## config.mk

```make
export PLATFORM = sky130hd
export DESIGN_NAME = keyguard_top
export DESIGN_NICKNAME = d
export VERILOG_FILES = /design/src/rtl/keyguard_pkg.sv /design/src/rtl/keyguard_ctrl.sv /design/src/rtl/keyguard_datapath.sv /design/src/rtl/keyguard_top.sv
export SDC_FILE = /design/constraint.sdc
export NUM_CORES = 1
export LEC_CHECK = 0
export ABC_AREA = 1
export ABC_CLOCK_PERIOD_IN_PS = 2490
export BUFFER_PORTS_ARGS = -buffer_cell sky130_fd_sc_hd__buf_4
export CAP_MARGIN = 25
export CORE_UTILIZATION = 37
export DETAILED_ROUTE_END_ITERATION = 7
export SLEW_MARGIN = 20
export SYNTH_ARGS = -nofsm -noshare
export SYNTH_HDL_FRONTEND = slang
export SYNTH_SLANG_ARGS = --single-unit
```

## constraint.sdc

```tcl
create_clock -name clk -period 2.49 [get_ports clk]
set_clock_uncertainty 0.05 [all_clocks]
set_input_delay 0.498 -clock clk [delete_from_list [all_inputs] [get_ports clk]]
set_output_delay 0.498 -clock clk [all_outputs]
set_load 0.05 [all_outputs]
```

## src/rtl/keyguard_pkg.sv

```systemverilog
package keyguard_pkg;

  localparam int KEY_W   = 4;
  localparam int KEY_LEN = 5;
  localparam int STEP_W  = $clog2(KEY_LEN);

  typedef logic [STEP_W-1:0] stepT;
  typedef logic [KEY_W-1:0]  nibT;

  localparam stepT LAST_STEP = stepT'(KEY_LEN - 1);

  // Ordered unlock key, indexed by matcher step.
  function automatic nibT keyAt(stepT idx);
    case (idx)
      stepT'(0): keyAt = 4'h4;
      stepT'(1): keyAt = 4'hB;
      stepT'(2): keyAt = 4'h2;
      stepT'(3): keyAt = 4'h7;
      stepT'(4): keyAt = 4'hD;
      default:   keyAt = 4'h0;
    endcase
  endfunction

  // Strobes from control to datapath.
  typedef struct packed {
    logic diagLoad;  // commit write data to diagnostic storage
    logic selDiag;   // read mux selects the diagnostic register
  } strobeT;

endpackage

```

## src/rtl/keyguard_ctrl.sv

```systemverilog
module keyguard_ctrl
  import keyguard_pkg::*;
#(
  parameter int          ADDR_W    = 12,
  parameter logic [11:0] SEQ_ADDR  = 12'h004,
  parameter logic [11:0] DIAG_ADDR = 12'h008
) (
  input  logic              clk,
  input  logic              rstN,
  input  logic              regWrEn,
  input  logic [ADDR_W-1:0] regAddr,
  input  nibT               keyNib,
  output strobeT            strobe,
  output logic              unlocked
);

  localparam logic [ADDR_W-1:0] SEQ_A  = ADDR_W'(SEQ_ADDR);
  localparam logic [ADDR_W-1:0] DIAG_A = ADDR_W'(DIAG_ADDR);

  logic seqWr;
  logic diagHit;
  stepT step;
  stepT stepNext;
  logic unlockNext;

  assign seqWr   = regWrEn && (regAddr == SEQ_A);
  assign diagHit = (regAddr == DIAG_A);

  always_comb begin
    stepNext   = step;
    unlockNext = unlocked;
    if (seqWr) begin
      if (unlocked) begin
        // Any sequence write relocks; it is not a key step.
        unlockNext = 1'b0;
        stepNext   = '0;
      end else if (keyNib == keyAt(step)) begin
        if (step == LAST_STEP) begin
          unlockNext = 1'b1;
          stepNext   = '0;
        end else begin
          stepNext = step + stepT'(1);
        end
      end else if (keyNib == keyAt('0)) begin
        stepNext = stepT'(1);
      end else begin
        stepNext = '0;
      end
    end
  end

  always_ff @(posedge clk or negedge rstN) begin
    if (!rstN) begin
      step     <= '0;
      unlocked <= 1'b0;
    end else begin
      step     <= stepNext;
      unlocked <= unlockNext;
    end
  end

  assign strobe.diagLoad = regWrEn && diagHit && unlocked;
  assign strobe.selDiag  = diagHit;

  // Relock on any sequence write while open.
  assert_relock_on_seq_write_R4: assert property (@(posedge clk) disable iff (!rstN)
    (seqWr && unlocked) |=> !unlocked);

  // Opening only follows the last key value at the last step.
  assert_unlock_after_last_key_R2: assert property (@(posedge clk) disable iff (!rstN)
    $rose(unlocked) |-> $past(seqWr && step == LAST_STEP && keyNib == keyAt(LAST_STEP)));

  // A nibble that neither matches nor equals the first key value restarts.
  assert_wrong_nibble_restarts_R3: assert property (@(posedge clk) disable iff (!rstN)
    (seqWr && !unlocked && keyNib != keyAt(step) && keyNib != keyAt('0)) |=> (step == '0));

  // The step counter stays within the key length.
  assert_step_in_range_R2: assert property (@(posedge clk) disable iff (!rstN)
    step <= LAST_STEP);

endmodule

```

## src/rtl/keyguard_datapath.sv

```systemverilog
module keyguard_datapath
  import keyguard_pkg::*;
#(
  parameter int DATA_W     = 32,
  parameter int STATUS_BIT = 7
) (
  input  logic              clk,
  input  logic              rstN,
  input  strobeT            strobe,
  input  logic              unlocked,
  input  logic [DATA_W-1:0] regWrData,
  output logic [DATA_W-1:0] regRdData
);

  localparam logic [DATA_W-1:0] STATUS_MASK = DATA_W'(1) << STATUS_BIT;

  logic [DATA_W-1:0] diagQ;

  always_ff @(posedge clk or negedge rstN) begin
    if (!rstN) begin
      diagQ <= '0;
    end else if (strobe.diagLoad) begin
      diagQ <= regWrData & ~STATUS_MASK;
    end
  end

  always_comb begin
    regRdData = '0;
    if (strobe.selDiag) begin
      regRdData = (diagQ & ~STATUS_MASK) | (unlocked ? STATUS_MASK : '0);
    end
  end

  // Storage moves only on a gated load strobe.
  assert_locked_storage_holds_R5: assert property (@(posedge clk) disable iff (!rstN)
    !strobe.diagLoad |=> $stable(diagQ));

  // A load strobe never arrives while locked.
  assert_load_requires_unlock_R5: assert property (@(posedge clk) disable iff (!rstN)
    strobe.diagLoad |-> unlocked);

  // The stored copy never holds the status position.
  assert_status_never_stored_R6: assert property (@(posedge clk) disable iff (!rstN)
    strobe.diagLoad |=> (diagQ[STATUS_BIT] == 1'b0));

endmodule

```

## src/rtl/keyguard_top.sv

```systemverilog
module keyguard_top
  import keyguard_pkg::*;
#(
  parameter int          DATA_W     = 32,
  parameter int          ADDR_W     = 12,
  parameter logic [11:0] SEQ_ADDR   = 12'h004,
  parameter logic [11:0] DIAG_ADDR  = 12'h008,
  parameter int          STATUS_BIT = 7
) (
  input  logic              clk,
  input  logic              rstN,
  input  logic              regWrEn,
  input  logic [ADDR_W-1:0] regAddr,
  input  logic [DATA_W-1:0] regWrData,
  output logic [DATA_W-1:0] regRdData
);

  strobeT strobe;
  logic   unlocked;

  keyguard_ctrl #(
    .ADDR_W   (ADDR_W),
    .SEQ_ADDR (SEQ_ADDR),
    .DIAG_ADDR(DIAG_ADDR)
  ) u_ctrl (
    .clk     (clk),
    .rstN    (rstN),
    .regWrEn (regWrEn),
    .regAddr (regAddr),
    .keyNib  (regWrData[KEY_W-1:0]),
    .strobe  (strobe),
    .unlocked(unlocked)
  );

  keyguard_datapath #(
    .DATA_W    (DATA_W),
    .STATUS_BIT(STATUS_BIT)
  ) u_dp (
    .clk      (clk),
    .rstN     (rstN),
    .strobe   (strobe),
    .unlocked (unlocked),
    .regWrData(regWrData),
    .regRdData(regRdData)
  );

endmodule

```

==> results.cfg <==
[outcome]
status = finished, final reports clean

[detailed_routing]
antenna_left = 0
num_vias = 1645
first_pass_iters = 4
drtIter0Drc = 107
wl_per_cell_um = 10.2
drcViolationCount = 0
wl_um = 3780
avgViaCountPerCell = 4.42

[logic_synthesis]
yosys.cell_types.count = 18
synthCells = 241
syn_area_sq_um = 1800
synth_top_area_share = 0.486
yosys-top-cells-area = dfrtp_1 49%, nor2_1 14%, inv_1 8.7%
synth_seq_cells = 35
synth_largest_area_cell = dfrtp_1
synth_seq_area_share = 0.486
postSynthAreaPerCell_sq_um = 7.48
synth_nets = 293
ys_warn_count = 0

[power]
p_per_area_nw_per_um2 = 418
p_comb_frac = 0.076
power.leakage_nw = 1.48
power.total_mw = 1.04
p_switching_uw = 225
power.internal_uw = 813
p_clk_frac = 0.377
p_seq_frac = 0.548
vdd.ir_drop.worst_mv = 0.237
switching_share = 0.217

[min_path]
min_path_type = input pin to async pin

[global_route]
grt.total_usage = 0.164
grt_pass1_wl_um = 6570
grt_pass1_vias = 1496
grt_max_degree = 63
grt_overflow_total = 0
antenna_found_initial = 0

[floorplan]
die_w_um = 71.8
dieArea_sq_um = 5160
fp.dieH_um = 71.8
num_rows = 25
ios = 79
core_sq_um = 4690
initial_utilization = 0.384

[sta]
tightest_slew_ns = 0.586
min_period_over_period = 0.879
rsz0062_at_grt = no
fin_crit_ns = 2.19
setup_viol = 0
fin_tns_setup_ns = 0
timing.fmax_mhz = 457
slew_violations = 0
relSlewSlack = 0.609
hold_viol = 0

[clock_network]
ctsResizeCount = 0
cts_setup_buffers = 0
cts_max_level = 2
path_clk_slew_ns = 0.07
holdBufCountCts = 0
clock_latency_ns = 0.28
numCtsBuffers = 5
cts_tree = yes
clock-sinks = 35
clock_path_buffers = 2
cts-root-buf = clkbuf_8

[finish]
final_net_count = 369
drive_above_1_share = 0.280
final_cell_count_no_fill = 372
fin_area_sq_um = 2480
syn2layout_area_growth_pct = 37.6
insertedDiodeCount = 0

[place]
placed_cell_area_sq_um = 2400
dp.final_hpwl_um = 2760
port_buffers = 77
place.gp.congestion = 0.804
dp_cells = 364

[worst_setup_path]
critPathRequiredTime_ns = 1.94
arrival_ns = 1.64
path_class = input pin to output port
endpoint_kind = output port
reg2regPathDepth = 11
crit_fanout = 31
cp-start-kind = input pin

[job]
drv_cap = 0
power groups by stage:
stage          Clock (mW)  Sequential (mW)  Combinational, mW
6_report            0.391            0.568             0.0784
5_1_grt             0.434            0.568             0.0888
4_1_cts             0.404            0.568             0.0803
3_5_place_dp            0            0.579             0.0804
3_3_place_gp            0            0.579             0.0800
2_1_floorplan           0            0.579             0.0123
final timing paths:
check / start / endpoint / slack (ns)
setup / recovery: regAddr[1] / regRdData[7] / 0.30
hold / removal: rstN / u_dp.diagQ[14]$_DFFE_PN0P_ / 0.10
setup reg to reg: u_ctrl.step[0]$_DFFE_PN0P_ / u_ctrl.step[0]$_DFFE_PN0P_ / 0.83
hold reg to reg: u_dp.diagQ[3]$_DFFE_PN0P_ / u_dp.diagQ[3]$_DFFE_PN0P_ / 0.44
max in group asynchronous: rstN / u_ctrl.step[1]$_DFFE_PN0P_ / 1.98
min in group clk: regWrData[18] / u_dp.diagQ[18]$_DFFE_PN0P_ / 0.41
critical path, cell delays in order:
cell,delay (ns)
buf_4,0.10
or2_1,0.24
nor3_2,0.12
nand2_2,0.07
buf_4,0.24
nor2_4,0.14
buf_4,0.21
cell usage after synthesis:
cell type,instances
a21oi_1,27
buf_2,3
buf_6,3
clkbuf_1,3
dfrtp_1,35
ha_1,5
inv_1,42
nand2_1,34
nand2_2,1
nand2_4,1
nand3_1,7
nand4_1,2
nor2_1,67
nor2_4,1
nor3_2,1
o21ai_0,4
o21ai_1,4
or2_1,1
sequential cells by signal, summed over array words and instances, names as in the netlist:
name,cells
u_dp.diagQ,31
u_ctrl.unlocked,1
u_ctrl.step,3
cells in the final DEF, fill, tap and decap left out, drive strengths merged:
cell	count
a21oi	27
buf	78
clkbuf	6
clkinv	1
clkinvlp	1
dfrtp	35
ha	5
inv	42
nand2	36
nand3	7
nand4	2
nor2	68
nor3	1
o21ai	8
or2	1
layout make-up:
| class | count | area (sq um) |
|---|---|---|
| Clock buffer | 6 | 72.6 |
| Clock inverter | 2 | 12.5 |
| Fill cell | 462 | 2210 |
| Inverter | 42 | 158 |
| Multi-Input combinational cell | 155 | 709 |
| Sequential cell | 35 | 876 |
| Tap cell | 54 | 67.6 |
| Timing Repair Buffer | 78 | 586 |
routing by layer:
metal | global-route usage | share of wire | vias up
li1 | - | - | 873
met1 | 0.208 | 0.46 | 718
met2 | 0.266 | 0.46 | 48
met3 | 0.0436 | 0.061 | 6
met4 | 0.0675 | 0.022 | 0
met5 | 0 | 0 | -
stage by stage:
stage               worst slack (ns)   util  hold WS [ns]
CTS                            0.279  0.529         0.123
floorplan                      0.112      -         0.152
finish                         0.302  0.529         0.104
global placement               0.240  0.511         0.424
global route                   0.157  0.529         0.138
detailed placement             0.219  0.511         0.429
cell families (layout without fill, tap and decap cells):
kind of cell    count (synthesis)  after routing  share of synthesized area
simple gates                  115            115                      0.262
buf+inv                        51            128                      0.121
compound gates                 35             35                     0.0972
flops                          35             35                      0.486
fa+ha+maj                       5              5                     0.0347
Note: power is estimated with default switching activity, not from simulation.
